[config.mk]
export PLATFORM = sky130hd
export DESIGN_NAME = sdram_cmd_tracker
export DESIGN_NICKNAME = d
export VERILOG_FILES = /design/src/rtl/sdcmd_pkg.sv /design/src/rtl/sdcmd_decode.sv /design/src/rtl/sdcmd_banks.sv /design/src/rtl/sdcmd_power.sv /design/src/rtl/sdcmd_dqm.sv /design/src/rtl/sdram_cmd_tracker.sv
export SDC_FILE = /design/constraint.sdc
export NUM_CORES = 1
export LEC_CHECK = 0
export BUFFER_PORTS_ARGS = -buffer_cell sky130_fd_sc_hd__buf_2
export CORE_MARGIN = 3
export CORE_UTILIZATION = 55
export CTS_BUF_LIST = sky130_fd_sc_hd__clkbuf_8
export DETAILED_ROUTE_END_ITERATION = 10
export PLACE_DENSITY_LB_ADDON = 0.08
export SLEW_MARGIN = 0
export SYNTH_ARGS = -nofsm -noshare
export SYNTH_HDL_FRONTEND = slang
export SYNTH_SLANG_ARGS = --single-unit
[constraint.sdc]
create_clock -name clk -period 3.72 [get_ports clk]
set_input_delay 0.93 -clock clk [delete_from_list [all_inputs] [get_ports clk]]
set_output_delay 0.93 -clock clk [all_outputs]
set_load 0.02 [all_outputs]
[src/rtl/sdcmd_pkg.sv]
package sdcmd_pkg;
    typedef enum logic [2:0] {
        C_LMR = 3'b000,
        C_REF = 3'b001,
        C_PRE = 3'b010,
        C_ACT = 3'b011,
        C_WR  = 3'b100,
        C_RD  = 3'b101,
        C_BST = 3'b110,
        C_NOP = 3'b111
    } cmd_e;

    typedef enum logic [1:0] {
        PM_RUN   = 2'd0,
        PM_PDOWN = 2'd1,
        PM_SUSP  = 2'd2,
        PM_SREF  = 2'd3
    } pm_e;
endpackage

[src/rtl/sdcmd_decode.sv]
module sdcmd_decode
    import sdcmd_pkg::*;
(
    input  logic cs_n,
    input  logic ras_n,
    input  logic cas_n,
    input  logic we_n,
    output cmd_e cmd,
    output logic is_nop,
    output logic is_ref
);
    always_comb begin
        cmd    = cmd_e'({ras_n, cas_n, we_n});
        is_nop = cs_n || (cmd == C_NOP);
        is_ref = !cs_n && (cmd == C_REF);
    end
endmodule

[src/rtl/sdcmd_banks.sv]
module sdcmd_banks
    import sdcmd_pkg::*;
#(
    parameter int BANKS  = 4,
    parameter int ROW_W  = 11,
    parameter int AP_BIT = 8,
    localparam int BA_W  = $clog2(BANKS)
) (
    input  logic                   clk,
    input  logic                   rst_n,
    input  logic                   exec,
    input  cmd_e                   cmd,
    input  logic [BA_W-1:0]        ba,
    input  logic [ROW_W-1:0]       addr,
    output logic                   accept,
    output logic                   bad,
    output logic [BANKS-1:0]       open_q,
    output logic [BANKS*ROW_W-1:0] rows_flat
);
    logic [ROW_W-1:0] row_q [BANKS];

    always_comb begin
        unique case (cmd)
            C_ACT:      accept = !open_q[ba];
            C_RD, C_WR: accept = open_q[ba];
            C_REF:      accept = ~|open_q;
            default:    accept = 1'b1;
        endcase
        bad = exec && !accept;
    end

    always_ff @(posedge clk or negedge rst_n) begin
        if (!rst_n) begin
            open_q <= '0;
            for (int i = 0; i < BANKS; i++) row_q[i] <= '0;
        end else if (exec && accept) begin
            unique case (cmd)
                C_ACT: begin
                    open_q[ba] <= 1'b1;
                    row_q[ba]  <= addr;
                end
                C_RD, C_WR: if (addr[AP_BIT]) open_q[ba] <= 1'b0;
                C_PRE: begin
                    if (addr[AP_BIT]) open_q <= '0;
                    else              open_q[ba] <= 1'b0;
                end
                default: ;
            endcase
        end
    end

    for (genvar g = 0; g < BANKS; g++) begin : g_rows
        assign rows_flat[g*ROW_W +: ROW_W] = row_q[g];
    end
endmodule

[src/rtl/sdcmd_power.sv]
module sdcmd_power
    import sdcmd_pkg::*;
(
    input  logic clk,
    input  logic rst_n,
    input  logic cke,
    input  logic is_nop,
    input  logic is_ref,
    input  logic all_closed,
    output pm_e  state,
    output logic bad
);
    pm_e nxt;

    always_ff @(posedge clk or negedge rst_n) begin
        if (!rst_n) state <= PM_RUN;
        else        state <= nxt;
    end

    always_comb begin
        nxt = state;
        bad = 1'b0;
        unique case (state)
            PM_RUN: begin
                if (!cke) begin
                    if (is_nop)      nxt = all_closed ? PM_PDOWN : PM_SUSP;
                    else if (is_ref) begin
                        nxt = all_closed ? PM_SREF : PM_SUSP;
                        bad = !all_closed;
                    end else         nxt = PM_SUSP;
                end
            end
            PM_PDOWN, PM_SUSP, PM_SREF: begin
                if (cke) begin
                    nxt = PM_RUN;
                    bad = !is_nop;
                end
            end
        endcase
    end
endmodule

[src/rtl/sdcmd_dqm.sv]
module sdcmd_dqm (
    input  logic clk,
    input  logic rst_n,
    input  logic dqm,
    input  logic fast,
    output logic rd_oe
);
    logic d1, d2;

    always_ff @(posedge clk or negedge rst_n) begin
        if (!rst_n) begin
            d1 <= 1'b0;
            d2 <= 1'b0;
        end else begin
            d1 <= !dqm;
            d2 <= d1;
        end
    end

    assign rd_oe = fast ? d1 : d2;
endmodule

[src/rtl/sdram_cmd_tracker.sv]
module sdram_cmd_tracker
    import sdcmd_pkg::*;
#(
    parameter int BANKS  = 4,
    parameter int ROW_W  = 11,
    parameter int COL_W  = 8,
    parameter int AP_BIT = 8,
    localparam int BA_W  = $clog2(BANKS)
) (
    input  logic                   clk,
    input  logic                   rst_n,
    input  logic                   cke,
    input  logic                   cs_n,
    input  logic                   ras_n,
    input  logic                   cas_n,
    input  logic                   we_n,
    input  logic [BA_W-1:0]        ba,
    input  logic [ROW_W-1:0]       addr,
    input  logic                   dqm,
    output logic                   cmd_act,
    output logic                   cmd_rd,
    output logic                   cmd_wr,
    output logic                   cmd_pre,
    output logic                   cmd_ref,
    output logic                   cmd_lmr,
    output logic                   cmd_bst,
    output logic [BA_W-1:0]        cmd_bank,
    output logic [COL_W-1:0]       cmd_col,
    output logic                   cmd_ap,
    output logic [BANKS-1:0]       bank_open,
    output logic [BANKS*ROW_W-1:0] open_rows,
    output logic [ROW_W-1:0]       mode_reg,
    output logic [ROW_W-1:0]       ext_mode_reg,
    output logic                   wr_mask,
    output logic                   rd_oe,
    output logic [1:0]             pwr_mode,
    output logic                   illegal
);
    cmd_e cmd;
    logic is_nop, is_ref, accept, bad_bank, bad_pm, exec, fire, fast;
    pm_e  pm;

    sdcmd_decode u_dec (
        .cs_n(cs_n), .ras_n(ras_n), .cas_n(cas_n), .we_n(we_n),
        .cmd(cmd), .is_nop(is_nop), .is_ref(is_ref)
    );

    assign exec = (pm == PM_RUN) && cke && !cs_n;
    assign fire = exec && accept;

    sdcmd_banks #(.BANKS(BANKS), .ROW_W(ROW_W), .AP_BIT(AP_BIT)) u_banks (
        .clk(clk), .rst_n(rst_n), .exec(exec), .cmd(cmd), .ba(ba),
        .addr(addr), .accept(accept), .bad(bad_bank),
        .open_q(bank_open), .rows_flat(open_rows)
    );

    sdcmd_power u_pm (
        .clk(clk), .rst_n(rst_n), .cke(cke), .is_nop(is_nop),
        .is_ref(is_ref), .all_closed(~|bank_open), .state(pm), .bad(bad_pm)
    );

    assign fast = ext_mode_reg[0] && (mode_reg[6:4] == 3'd1);

    sdcmd_dqm u_dqm (
        .clk(clk), .rst_n(rst_n), .dqm(dqm), .fast(fast), .rd_oe(rd_oe)
    );

    assign wr_mask  = dqm;
    assign pwr_mode = pm;

    always_ff @(posedge clk or negedge rst_n) begin
        if (!rst_n) begin
            {cmd_act, cmd_rd, cmd_wr, cmd_pre, cmd_ref, cmd_lmr, cmd_bst} <= '0;
            cmd_bank     <= '0;
            cmd_col      <= '0;
            cmd_ap       <= 1'b0;
            mode_reg     <= '0;
            ext_mode_reg <= '0;
            illegal      <= 1'b0;
        end else begin
            cmd_act <= fire && (cmd == C_ACT);
            cmd_rd  <= fire && (cmd == C_RD);
            cmd_wr  <= fire && (cmd == C_WR);
            cmd_pre <= fire && (cmd == C_PRE);
            cmd_ref <= fire && (cmd == C_REF);
            cmd_lmr <= fire && (cmd == C_LMR);
            cmd_bst <= fire && (cmd == C_BST);
            if (fire && (cmd != C_NOP)) begin
                cmd_bank <= ba;
                cmd_col  <= addr[COL_W-1:0];
                cmd_ap   <= addr[AP_BIT];
            end
            if (fire && (cmd == C_LMR)) begin
                if (ba == BA_W'(0)) mode_reg     <= addr;
                if (ba == BA_W'(1)) ext_mode_reg <= addr;
            end
            illegal <= illegal || bad_bank || bad_pm;
        end
    end
endmodule

# Word-level counts from Yosys, hierarchy flattened

Cells that the tools add are included.

Order comparisons: 4
Eq/ne operators: 16
Muxes and demuxes: 24
Bitwise logic cells: 4
Reduce and logical (&&, ||, !) cells: 37

Operators by type and width:

| cell               | count |
|---|---|
| $bwmux 44          | 1 |
| $demux 11 s2       | 1 |
| $logic_and 1x1->1  | 16 |
| $eq 3x3->1 const B | 4 |
| $pmux 4 s3         | 1 |
| $mux 11            | 1 |
| $mux 2             | 5 |
| $mux 1             | 8 |
| $mux 4             | 2 |
| $reduce_and 2->1   | 4 |
| $eq 3x1->1 const B | 2 |
| $eq 3x2->1 const B | 2 |
| $logic_not 1->1    | 6 |
| $ne 2x2->1 const B | 3 |
| $and 4x4->4        | 1 |
| $eq 2x1->1 const B | 2 |
| $eq 2x2->1 const B | 2 |
| $logic_not 2->1    | 2 |
| $not 4->4          | 1 |
| $or 4x4->4         | 1 |
| $pmux 2 s2         | 1 |
| $reduce_or 4->1    | 1 |
| $ge 3x3->1 const B | 1 |
| $logic_not 3->1    | 1 |
| 14 further kinds   | 16 |

Flip-flop bits (word level): 93
Input port bits: 21

# Depth between registers and ports, before layout

Gate-level depths: netlist of run 1.

Word-level depth: 8
Gate-level depth with buffers: 7

# Modules after synthesis

From an unflattened synthesis of run 1, not the netlist that was laid out.

Cells, all modules: 259
Area total of the unflattened synthesis: 3937.5 µm²

Modules (own cells, without submodules):

| module            | times used | cells each | area each (µm²) | seq. area each (µm²) |
|---|---|---|---|---|
| sdcmd_banks       | 1          | 137        | 2070.7          | 1201.2 |
| sdram_cmd_tracker | 1          | 100        | 1641.6          | 1026.0 |
| sdcmd_power       | 1          | 13         | 110.1           | 50.0 |
| sdcmd_dqm         | 1          | 4          | 68.8            | 50.0 |
| sdcmd_decode      | 1          | 5          | 46.3            | 0.0 |

# Worst setup path after synthesis of run 1

OpenSTA, ideal clock, no wires.

Path type: input port to flip-flop
Start: input ba[1]
End: register u_banks.row_q (netlist bit u_banks.rows_flat[24])
Library setup time: 0.125 ns
Arrival time: 2.631 ns
Path slack: 0.964 ns
Cell stages on the path: 6
Path buffers: 2
Path through: buf_2 > mux4_2 > nor3_2 > and3_1 > buf_4 > mux2_2

Longest elaborated chain between the ends: 6
Elaborated cells on any way between the ends: 13

Ends and longest elaborated chain:

| item                                                                       | RTL line                                                | text |
|---|---|---|
| start: declaration                                                         | sdram_cmd_tracker.sv:17                                 | `input logic [BA_W-1:0] ba,` |
| $not 2->3 (not written as such) or $bmux 1 s2 (tied branches)              | sdcmd_banks.sv:40, sdcmd_banks.sv:24, sdcmd_banks.sv:25 |  |
| $ge 3x3->1 (not written as such), or another cell as far along             | sdcmd_banks.sv:40                                       | `row_q[ba] <= addr;` |
| $logic_and 1x1->1 (not written as such) or $logic_not 1->1 (tied branches) | sdcmd_banks.sv:40, sdcmd_banks.sv:24                    |  |
| $mux 11 (not written as such) or $pmux 1 s3 (tied branches)                | sdcmd_banks.sv:40, sdcmd_banks.sv:23                    |  |
| $demux 11 s2 or $logic_and 1x1->1 (tied branches)                          | sdcmd_banks.sv:40, sdcmd_banks.sv:36                    |  |
| $bwmux 44 or $reduce_and 2->1 (tied branches)                              | -                                                       |  |
| end signal: indexed assignment                                             | sdcmd_banks.sv:40                                       |  |
| end: declaration                                                           | sdcmd_banks.sv:20                                       | `logic [ROW_W-1:0] row_q [BANKS];` |

Several ways; a longest one is shown, not always the timed one. The select of a mux whose other input is x is not followed.
A chain may end at the register's enable or synchronous reset.

# Final worst setup path of run 1

Start: input cs_n
End: register u_banks.row_q (netlist bit u_banks.rows_flat[42])

Longest elaborated chain between the ends: 4

Ends and longest elaborated chain:

| item                              | RTL line                | text |
|---|---|---|
| start: declaration                | sdram_cmd_tracker.sv:13 | `input logic cs_n,` |
| $logic_not 1->1                   | sdram_cmd_tracker.sv:48 | `assign exec = (pm == PM_RUN) && cke && !cs_n;` |
| $logic_and 1x1->1                 | sdram_cmd_tracker.sv:48 |  |
| $logic_and 1x1->1                 | sdcmd_banks.sv:36       | `end else if (exec && accept) begin` |
| $reduce_and 2->1 (no source line) | -                       |  |

Every way passes these cells.

==> out/metrics.cfg, run 1 <==
[layout]
final_design_area_no_fill_um2 = 4550
largest_reg_flops = 44
n_antenna_cell = 0
fillCellCount = 478
fin_cells = 452
layout-drive-gt1-share_pct = 58.7
final_nets = 392
area_growth_pct = 21.6

[place]
dpl.hpwl_um = 5760
dp_cells = 437
gp_congestion = 0.847
io_buffers = 113
place_area_um2 = 4370

[routing]
antenna_left = 0
drt_iter0_markers = 90
wire_per_inst_um = 17.9
drt-total-wl_um = 8100
vias = 2467
drc = 0
viasPerCell = 5.46
firstDrtPassIters = 5

[clock_tree]
post_cts_buffers = 0
clkSinkCount = 93
cts_made_buffers = 9
path_clk_slew_ps = 90
cts_root_buffer = clkbuf_8
cts_htree_levels = 3
cts_tree = yes
clk-insertion-delay-late_ps = 350
holdBufCountCts = 0
clk_path_buf_depth = 2
cts.repair.resized = 0

[flow_run]
drv_cap = 0

[timing]
slew_headroom_pct = 50.4
fin_crit_ps = 2780
hold_viol = 0
tightest_slew_ps = 744
skew_ps = 9.90
rsz0062_at_grt = no
hold-worst-slack_ps = 381
fin_crit_sh_pct = 74.6
fmax_mhz = 360
tns_ps = 0
finalSetupViolations = 0
slew_violations = 0

[worst_setup_path]
reg2reg_setup_slack_ps = 1140
crit_required_ps = 3960
cp_slowest_cell = or4b_1
path_cells = buf_2, or4b_1, nor3_2, and3_1, buf_4, mux2_2
critPathLaunchType = input pin
cpPeakStageDelay_ps = 660
worst_path_dominant_cell_family = simple AND/OR/NAND/NOR gates
worst-setup-path-type = input pin to register
endpoint_kind = register
worst_ep_arrival_time_ps = 3010
crit_buf_inv = 2
cp_max_fo = 10

[synth]
avgSynthCellArea_um2 = 14.8
synth.distinct_cells = 30
synth_area_leaders = dfrtp_1, mux2_2, mux2_4
synth_nets = 274
yosysSeqAreaShare_pct = 62.2
ys_ff_latch = 93
synth_area_um2 = 3740
yosysTopAreaCell = dfrtp_1
syn_inst = 253
synth_top_area_share_pct = 62.2
ys.warnings.count = 0

[grt]
grt_max_degree = 60
gr-total-overflow = 0
grt_first_pass_wirelength_um = 12900
first_global_vias = 2476
antenna_found_initial = 0
track_usage_pct = 22.3

[outcome]
outcome = completed

[floorplan]
rows = 29
die-height_um = 88.5
dieArea_um2 = 7830
initial_core_util_pct = 57.9
fp.coreArea_um2 = 6460
ios = 114
fp.dieW_um = 88.5

[power]
power_leakage_nw = 2.51
power-per-cell-area_nw_per_um2 = 540
irDropWorstVdd_uv = 278

[worst_hold_path]
hold_path.class = register to register

-- cell usage after synthesis (all sizes together) --
master and instances:
a21oi 4, a31oi 2, nor4bb 1, dfrtp 93
nor2 14, nor3 5, a211oi 1, o21ai 7
nand2 7, nand3 1, or4 1, buf 12
mux2 81, nor4 2, or2 1, a32oi 2
or4b 1, inv 3, and3 2, nand2b 6
or3 1, nor2b 2, and2 3, mux4 1
-- report_power, final --
group,switching [mW],internal [mW],total (mW)
clock,0.337,0.258,0.596
combinational,0.356,0.260,0.616
sequential,0.0880,1.15,1.24
-- worst paths after layout --
| check | start | to | cells past startpoint |
|---|---|---|---|
| max in group asynchronous | rst_n | u_banks.open_q[2] | 2 |
| setup reg to reg | u_pm.state[1] | u_banks.rows_flat[42] | 5 |
| min in group asynchronous | rst_n | u_dqm.d2 | 1 |
| setup / recovery | cs_n | u_banks.rows_flat[42] | 6 |
| hold reg to reg | u_dqm.d1 | u_dqm.d2 | 0 |
| hold / removal | u_dqm.d1 | u_dqm.d2 | 0 |
-- final cells by class --
type	count	area, µm²	share of cell area [%]
timing repair buffer	119	613	13.5
inverter	3	11.3	0.248
tap	77	96.3	2.12
clock inverter	5	37.5	0.826
multi-input combinational	145	1320	29.1
sequential	93	2330	51.2
clock buffer	10	138	3.03
-- logic make-up (layout without fill, tap and decap cells) --
group                  Yosys count  in the layout  share of synthesized area, %
AOI/OAI and AO/OA               16             16                          2.48
buffers and inverters           15            137                          2.38
DFF                             93             93                          62.2
muxes                           82             82                          26.0
and+or+nand+nor                 47             47                          6.93
-- cell usage in the layout, fill, tap and decap left out, types with 4 or more instances in the layout --
cell	netlist	routed
o21ai_0	7	7
nand2_1	7	7
nor2_1	14	14
nand2b_1	6	6
nor3_1	4	4
dfrtp_1	93	93
buf_4	5	7
buf_2	5	112
a21oi_1	4	4
mux2_4	10	10
mux2_2	71	71
clkbuf_8	0	10
-- through the flow --
step | total power [mW] | utilization, % | worst slack [ps]
after floorplan | 1.64 | - | 964
after global placement | 1.87 | 67.7 | 632
after detailed placement | 1.88 | 67.7 | 578
after CTS | 2.48 | 70.4 | 948
after global routing | 2.59 | 70.4 | 852
final | 2.45 | 70.4 | 945
-- worst reg2reg max path, stage by stage (launching register included) --
cell and delay (ps):
dfrtp_1 430, or4b_1 730, nor3_2 340, and3_1 400
buf_4 230, mux2_2 340
-- layer usage --
metal	vias to the layer above	wire length (µm)	global-route usage, %
met5	-	0	0
met4	0	98	7.55
met3	9	545	7.45
met2	81	3720	33.2
met1	1249	3730	31.1
li1	1128	-	-
Note: power is estimated with default switching activity, not from simulation.
==> run 2, diff against run 1 <==
--- a/config.mk
+++ b/config.mk
@@ -7,7 +7,7 @@
 export LEC_CHECK = 0
 export BUFFER_PORTS_ARGS = -buffer_cell sky130_fd_sc_hd__buf_2
 export CORE_MARGIN = 3
-export CORE_UTILIZATION = 55
+export CORE_UTILIZATION = 53
 export CTS_BUF_LIST = sky130_fd_sc_hd__clkbuf_8
 export DETAILED_ROUTE_END_ITERATION = 10
 export PLACE_DENSITY_LB_ADDON = 0.08
==> constraint.sdc (replaced) <==
create_clock -name clk -period 2.8 [get_ports clk]
set_input_delay 0.7 -clock clk [delete_from_list [all_inputs] [get_ports clk]]
set_output_delay 0.7 -clock clk [all_outputs]
set_load 0.02 [all_outputs]
==> run 2 against run 1 <==
Worst setup slack worse by 520 ps. Die area is 3.5% higher. Global-route usage is 0.66 points lower.
==> out/metrics.cfg, run 2 (synthesized netlist as in run 1, its figures left out) <==
[outcome]
outcome = completed  ; unchanged

[timing]
hold_viol = 0  ; unchanged
fin_ws_ps = 420  ; was 945 ps
rsz0062_at_grt = no  ; unchanged
hold-worst-slack_ps = 376  ; was 381 ps
fin_crit_ps = 2380
fin_crit_sh_pct = 85.0
slew_violations = 0  ; unchanged
tns_ps = 0  ; unchanged
slew_headroom_pct = 67.8  ; was 50.4%
skew_ps = 8.03  ; was 9.90 ps
fmax_mhz = 420
finalSetupViolations = 0  ; unchanged
tightest_slew_ps = 483  ; was 744 ps

[clock_tree]
clk_path_buf_depth = 2  ; unchanged
holdBufCountCts = 0  ; unchanged
cts_tree = yes  ; unchanged
cts.repair.resized = 0  ; unchanged
post_cts_buffers = 0  ; unchanged
cts_htree_levels = 3  ; unchanged
cts_made_buffers = 9  ; unchanged
cts_root_buffer = clkbuf_8  ; unchanged
clk-insertion-delay-late_ps = 360  ; was 350 ps
clkSinkCount = 93  ; unchanged
path_clk_slew_ps = 90  ; about the same

[grt]
gr-total-overflow = 0  ; unchanged
first_global_vias = 2593  ; was 2476
antenna_found_initial = 0  ; unchanged
grt_first_pass_wirelength_um = 13900  ; was 12900 µm
track_usage_pct = 21.7  ; was 22.3%
grt_max_degree = 94  ; was 60

[place]
place_area_um2 = 4470  ; was 4370 µm²
gp_congestion = 0.797  ; was 0.847
post-place-ws_ps = 133  ; was 578 ps
io_buffers = 113  ; unchanged
dpl.hpwl_um = 5700  ; was 5760 µm

[worst_setup_path]
cpPeakStageDelay_ps = 420  ; was 660 ps
endpoint_kind = output port  ; was register
critPathLaunchType = register  ; was input pin
worst_ep_arrival_time_ps = 1680  ; was 3010 ps
crit_required_ps = 2100  ; was 3960 ps
cp_slowest_cell = dfrtp_1  ; was or4b_1
regToRegStartpoint = u_banks.open_q[1]  ; was u_pm.state[1]
reg2reg_setup_slack_ps = 500  ; was 1140 ps
crit_buf_inv = 1  ; was 2
cp_max_fo = 3  ; was 10
reg2reg_depth = 5  ; unchanged
worstReg2RegEnd = cmd_col[4]  ; was u_banks.rows_flat[42]
worst-setup-path-type = register to output port  ; was input pin to register
startpoint = mode_reg[6]  ; was cs_n
path_cells = nor4bb_1, mux2_2, buf_2  ; was buf_2, or4b_1, nor3_2, and3_1, buf_4, mux2_2
worst_path_dominant_cell_family = flip-flops  ; was simple AND/OR/NAND/NOR gates

[power]
total_power_mw = 3.65  ; was 2.45 mW
switching_share_pct = 29.5  ; was 31.8%
switching_power_mw = 1.08  ; was 781 µW
power-per-cell-area_nw_per_um2 = 769  ; was 540 nW/µm²
power_leakage_nw = 2.59  ; was 2.51 nW
p_clk_share_pct = 32.1  ; was 24.3%
p_int_mw = 2.57  ; was 1.67 mW
combPwrFrac_pct = 22.7  ; was 25.1%
p_seq_share_pct = 45.2  ; was 50.6%
irDropWorstVdd_uv = 481  ; was 278 µV

[floorplan]
dieArea_um2 = 8100  ; was 7830 µm²
ios = 114  ; unchanged
initial_core_util_pct = 56.6  ; was 57.9%
rows = 29  ; unchanged
fp.dieW_um = 90  ; was 88.5 µm
fp.coreArea_um2 = 6600  ; was 6460 µm²
die-height_um = 90  ; was 88.5 µm

[layout]
fillCellCount = 488  ; was 478
seq_area_um2 = 2330  ; unchanged
final_cell_mix = buf_2, dfrtp_1, mux2_2, nor2_1, mux2_4  ; was buf_2, dfrtp_1, mux2_2, nor2_1
largest_reg_flops = 44  ; unchanged
final_nets = 396  ; was 392
final_design_area_no_fill_um2 = 4740  ; was 4550 µm²
layout_commonest_cell = buf_2  ; unchanged
n_antenna_cell = 0  ; unchanged
area_growth_pct = 26.8  ; was 21.6%
multiInputGateArea_um2 = 1320  ; unchanged
layout-drive-gt1-share_pct = 59.2  ; was 58.7%

[routing]
drt_iter0_markers = 95  ; was 90
viasPerCell = 5.27  ; was 5.46
firstDrtPassIters = 4  ; was 5
vias = 2492  ; was 2467
drt-total-wl_um = 8330  ; was 8100 µm
drc = 0  ; unchanged
wire_per_inst_um = 17.6  ; was 17.9 µm
antenna_left = 0  ; unchanged

[worst_hold_path]
hold_path.class = input pin to async pin  ; was register to register

[flow_run]
drv_cap = 0  ; unchanged

[run 2: changes by cell type in the layout (fill, tap and decap cells not counted), sizes merged]
cell and delta:
buf +4, bufinv +4, clkbuf -1, clkinv -2, clkinvlp -1, inv +1
[run 2: stage by stage]
step	utilization, %	std cells
after global routing	71.8	473
after CTS	71.8	473
after detailed placement	67.7	457
after global placement	67.7	457
final	71.8	473
after floorplan	-	253
[run 2: how the worst max path moves through the flow]
stage | end | slack, ps | cells after the start
floorplan | u_banks.rows_flat[24] | 270 | 6
global placement | u_banks.rows_flat[24] | 190 | 6
detailed placement | u_banks.rows_flat[24] | 130 | 6
CTS | rd_oe | 410 | 3
global route | rd_oe | 340 | 3
finish | rd_oe | 420 | 3
[run 2: power groups by stage]
stage	Sequential [mW]	Clock [mW]	Combinational, mW
4_1_cts	1.65	1.19	0.839
3_3_place_gp	1.66	0	0.821
6_report	1.65	1.17	0.827
5_1_grt	1.67	1.25	0.888
3_5_place_dp	1.67	0	0.835
2_1_floorplan	1.90	0	0.287
[run 2: layout make-up]
cell class,count,area share (%)
inverters,3,0.238
repair buffers,123,14.6
clock buffers,9,2.61
well taps,93,2.45
clock inverters,7,3.06
flip-flops and latches,93,49.1
multi-input cells,145,27.9
[run 2: worst register-to-register path, delay by kind of cell (launching register included)]
| kind | cells | cell delay (ps) |
|---|---|---|
| flip-flops | 1 | 430 |
| multiplexers | 1 | 340 |
| AND/OR/NAND/NOR | 2 | 1120 |
| AO/OA/AOI/OAI | 2 | 310 |
[run 2: routing by layer]
| layer | up-vias | track usage (%) | wire (µm) |
|---|---|---|---|
| met3 | 8 | 7.35 | 586 |
| met4 | 0 | 7.02 | 99 |
| met2 | 96 | 33.9 | 3910 |
| met1 | 1253 | 28.6 | 3730 |
| li1 | 1135 | - | - |
| met5 | - | 0 | 0 |
==> run 3, diff against run 2 <==
--- a/config.mk
+++ b/config.mk
@@ -7,11 +7,12 @@
 export LEC_CHECK = 0
 export BUFFER_PORTS_ARGS = -buffer_cell sky130_fd_sc_hd__buf_2
 export CORE_MARGIN = 3
-export CORE_UTILIZATION = 53
+export CORE_UTILIZATION = 55
 export CTS_BUF_LIST = sky130_fd_sc_hd__clkbuf_8
 export DETAILED_ROUTE_END_ITERATION = 10
 export PLACE_DENSITY_LB_ADDON = 0.08
 export SLEW_MARGIN = 0
 export SYNTH_ARGS = -nofsm -noshare
 export SYNTH_HDL_FRONTEND = slang
+export SYNTH_HIERARCHICAL = 1
 export SYNTH_SLANG_ARGS = --single-unit
==> constraint.sdc (replaced) <==
create_clock -name clk -period 2.9 [get_ports clk]
set_input_delay 0.725 -clock clk [delete_from_list [all_inputs] [get_ports clk]]
set_output_delay 0.725 -clock clk [all_outputs]
set_load 0.02 [all_outputs]
==> run 3 against run 2 <==
Global-route usage decreased by 0.39 points. Largest power group unchanged. Flip-flop and latch count unchanged. Register-to-register slack lost 70 ps. Critical path type is now register to register. First-iteration DRC count rose by 6.3%. Largest cell class unchanged.
==> out/metrics.cfg, run 3 <==
[outcome]
outcome = completed  ; unchanged

[layout]
layout-drive-gt1-share_pct = 61.1  ; was 59.2%
largest_reg_flops = 44  ; unchanged
n_antenna_cell = 0  ; unchanged
fillCellCount = 523  ; was 488
final_nets = 405  ; was 396
layout_commonest_cell = buf_2  ; unchanged
final_design_area_no_fill_um2 = 4860  ; was 4740 µm²
fin_cells = 484  ; was 473
area_growth_pct = 23.4  ; was 26.8%
final_cell_mix = buf_2, dfrtp_1, mux2_2, mux2_4, buf_4  ; was buf_2, dfrtp_1, mux2_2, nor2_1, mux2_4

[clock_tree]
clk_path_buf_depth = 2  ; unchanged
cts.repair.resized = 0  ; unchanged
cts_htree_levels = 3  ; unchanged
holdBufCountCts = 0  ; unchanged
post_cts_buffers = 0  ; unchanged
cts_root_buffer = clkbuf_8  ; unchanged
clk-insertion-delay-late_ps = 350  ; was 360 ps
cts_tree = yes  ; unchanged
cts_made_buffers = 9  ; unchanged
clkSinkCount = 93  ; unchanged
path_clk_slew_ps = 80  ; was 90 ps

[floorplan]
dieArea_um2 = 8210  ; was 8100 µm²
rows = 30  ; was 29
fp.coreArea_um2 = 6870  ; was 6600 µm²
die-height_um = 90.6  ; was 90 µm
ios = 114  ; unchanged
initial_core_util_pct = 57.3  ; was 56.6%
fp.dieW_um = 90.6  ; was 90 µm

[synth]
ys.warnings.count = 6  ; was 0
synth.distinct_cells = 41  ; was 30
yosysTopAreaCell = dfrtp_1  ; unchanged
synth_most_common_cell = dfrtp_1  ; unchanged
yosysSeqAreaShare_pct = 59.1  ; was 62.2%
synth-main-ff-cell = dfrtp_1  ; unchanged
ys_ff_latch = 93  ; unchanged
synth_edf_count = 0  ; unchanged
synth_area_um2 = 3940  ; was 3740 µm²
synth_top_area_share_pct = 59.1  ; was 62.2%
synth_area_leaders = dfrtp_1, mux2_2, mux2_4  ; unchanged
synth_nets = 280  ; was 274
ys_async_sr_fraction_pct = 100  ; unchanged
synthTopCellsByCount = dfrtp_1, mux2_2, mux2_4  ; was dfrtp_1, mux2_2, nor2_1
avgSynthCellArea_um2 = 15.2  ; was 14.8 µm²
syn_inst = 259  ; was 253

[worst_setup_path]
cp_slowest_cell = dfrtp_1  ; unchanged
worstReg2RegEnd = ext_mode_reg[10]  ; was cmd_col[4]
cpPeakStageDelay_ps = 480  ; was 420 ps
worst_ep_arrival_time_ps = 2700  ; was 1680 ps
cp_max_fo = 11  ; was 3
reg2reg_depth = 9  ; was 5
worst-setup-path-type = register to register  ; was register to output port
reg2reg_setup_slack_ps = 430  ; was 500 ps
startpoint = u_banks/open_q[0]  ; was mode_reg[6]
path_cells = nor2b_1, a211oi_1, mux2i_1, a221oi_1, inv_1, nor4b_2, nand4b_2, buf_12, mux2_2  ; was nor4bb_1, mux2_2, buf_2
crit_required_ps = 3130  ; was 2100 ps
critPathLaunchType = register  ; unchanged
endpoint_kind = register  ; was output port
regToRegStartpoint = u_banks/open_q[0]  ; was u_banks.open_q[1]

[flow_run]
drv_cap = 0  ; unchanged

[timing]
fin_crit_ps = 2470
rsz0062_at_grt = no  ; unchanged
slew_headroom_pct = 55.5  ; was 67.8%
finalSetupViolations = 0  ; unchanged
slew_violations = 0  ; unchanged
skew_ps = 12.4  ; was 8.03 ps
tightest_slew_ps = 668  ; was 483 ps
fin_crit_sh_pct = 85.3
fmax_mhz = 404
tns_ps = 0  ; unchanged
hold-worst-slack_ps = 388  ; was 376 ps
hold_viol = 0  ; unchanged
fin_ws_ps = 426  ; was 420 ps

[routing]
drt-total-wl_um = 8440  ; was 8330 µm
viasPerCell = 5.24  ; was 5.27
vias = 2535  ; was 2492
drt_iter0_markers = 101  ; was 95
drc = 0  ; unchanged
wire_per_inst_um = 17.4  ; was 17.6 µm
firstDrtPassIters = 4  ; unchanged
antenna_left = 0  ; unchanged

[grt]
track_usage_pct = 21.3  ; was 21.7%
first_global_vias = 2572  ; was 2593
gr-total-overflow = 0  ; unchanged
grt_max_degree = 52  ; was 94
grt_first_pass_wirelength_um = 13600  ; was 13900 µm
antenna_found_initial = 0  ; unchanged

[power]
combPwrFrac_pct = 23.5  ; was 22.7%
switching_share_pct = 30.4  ; was 29.5%
p_clk_share_pct = 28.1  ; was 32.1%
p_seq_share_pct = 48.4  ; was 45.2%
irDropWorstVdd_uv = 586  ; was 481 µV
switching_power_uw = 991  ; was 1.08 mW
power-per-cell-area_nw_per_um2 = 670  ; was 769 nW/µm²
power_leakage_nw = 2.64  ; was 2.59 nW
p_int_mw = 2.27  ; was 2.57 mW

[place]
gp_congestion = 0.813  ; was 0.797
dpl.hpwl_um = 5970  ; was 5700 µm
dp_cells = 469  ; was 457
post-place-ws_ps = 23.2  ; was 133 ps
io_buffers = 113  ; unchanged
place_area_um2 = 4650  ; was 4470 µm²

[worst_hold_path]
min_from = u_dqm/d1
min_path_cells = 0
hold_path.class = register to register  ; was input pin to async pin
hold_end = u_dqm/d2

-- run 3: cell count changes in the layout (fill, tap and decap cells not counted), sizes merged, moves of 3 or more --
cell | before | now
nor2 | 14 | 7
nand3 | 1 | 6
buf | 123 | 127
inv | 4 | 8
a41oi | 0 | 3
mux2 | 81 | 78
nand2b | 6 | 3
nor4b | 0 | 3
-- run 3: stage by stage --
step | power (mW) | util (%)
2_1_floorplan | 2.07 | -
3_3_place_gp | 2.35 | 67.7
3_5_place_dp | 2.38 | 67.7
4_1_cts | 3.29 | 70.7
5_1_grt | 3.41 | 70.7
6_report | 3.26 | 70.7
-- run 3: how the worst max path moves through the flow --
stage,end,cells past startpoint
global placement,mode_reg[6],9
floorplan,ext_mode_reg[0],10
detailed placement,mode_reg[9],9
finish,ext_mode_reg[10],9
global route,mode_reg[9],8
CTS,mode_reg[9],8
-- run 3: power groups by stage --
stage               clock [mW]  combinational, mW  sequential, mW
floorplan                    0              0.252            1.81
global placement             0              0.758            1.59
detailed placement           0              0.774            1.60
CTS                      0.935              0.775            1.58
global route             0.987              0.821            1.60
finish                   0.915              0.766            1.58
-- run 3: routing by layer --
layer | share of wire (%) | track usage (%)
met1 | 46 | 30.0
met5 | 0 | 0
met4 | 1.2 | 7.27
met2 | 47 | 32.7
met3 | 5.6 | 5.00
-- run 3: worst max-delay path, delay by kind of cell, from the launching register on --
kind / cells / cell delay [ps]
AND/OR/NAND/NOR: 3 / 510
buffers and inverters: 2 / 310
AO/OA/AOI/OAI: 2 / 610
flip-flops: 1 / 480
multiplexers: 2 / 450
-- run 3: final cells by class --
cell class	instances	area [µm²]	share of cell area, %
Clock inverter	6	86.3	1.78
Clock buffer	9	124	2.55
Timing Repair Buffer	127	698	14.4
Multi-Input combinational cell	146	1480	30.4
Tap cell	96	120	2.47
Inverter	7	26.3	0.541
Sequential cell	93	2330	47.9
-- run 3: cells by family (layout without fill, tap and decap cells) --
kind of cell / after synthesis / after routing / share of synthesized area, %
mux: 79 / 79 / 24.6
buf+inv: 20 / 149 / 3.50
flops: 93 / 93 / 59.1
simple gates: 44 / 44 / 8.96
compound gates: 23 / 23 / 3.88
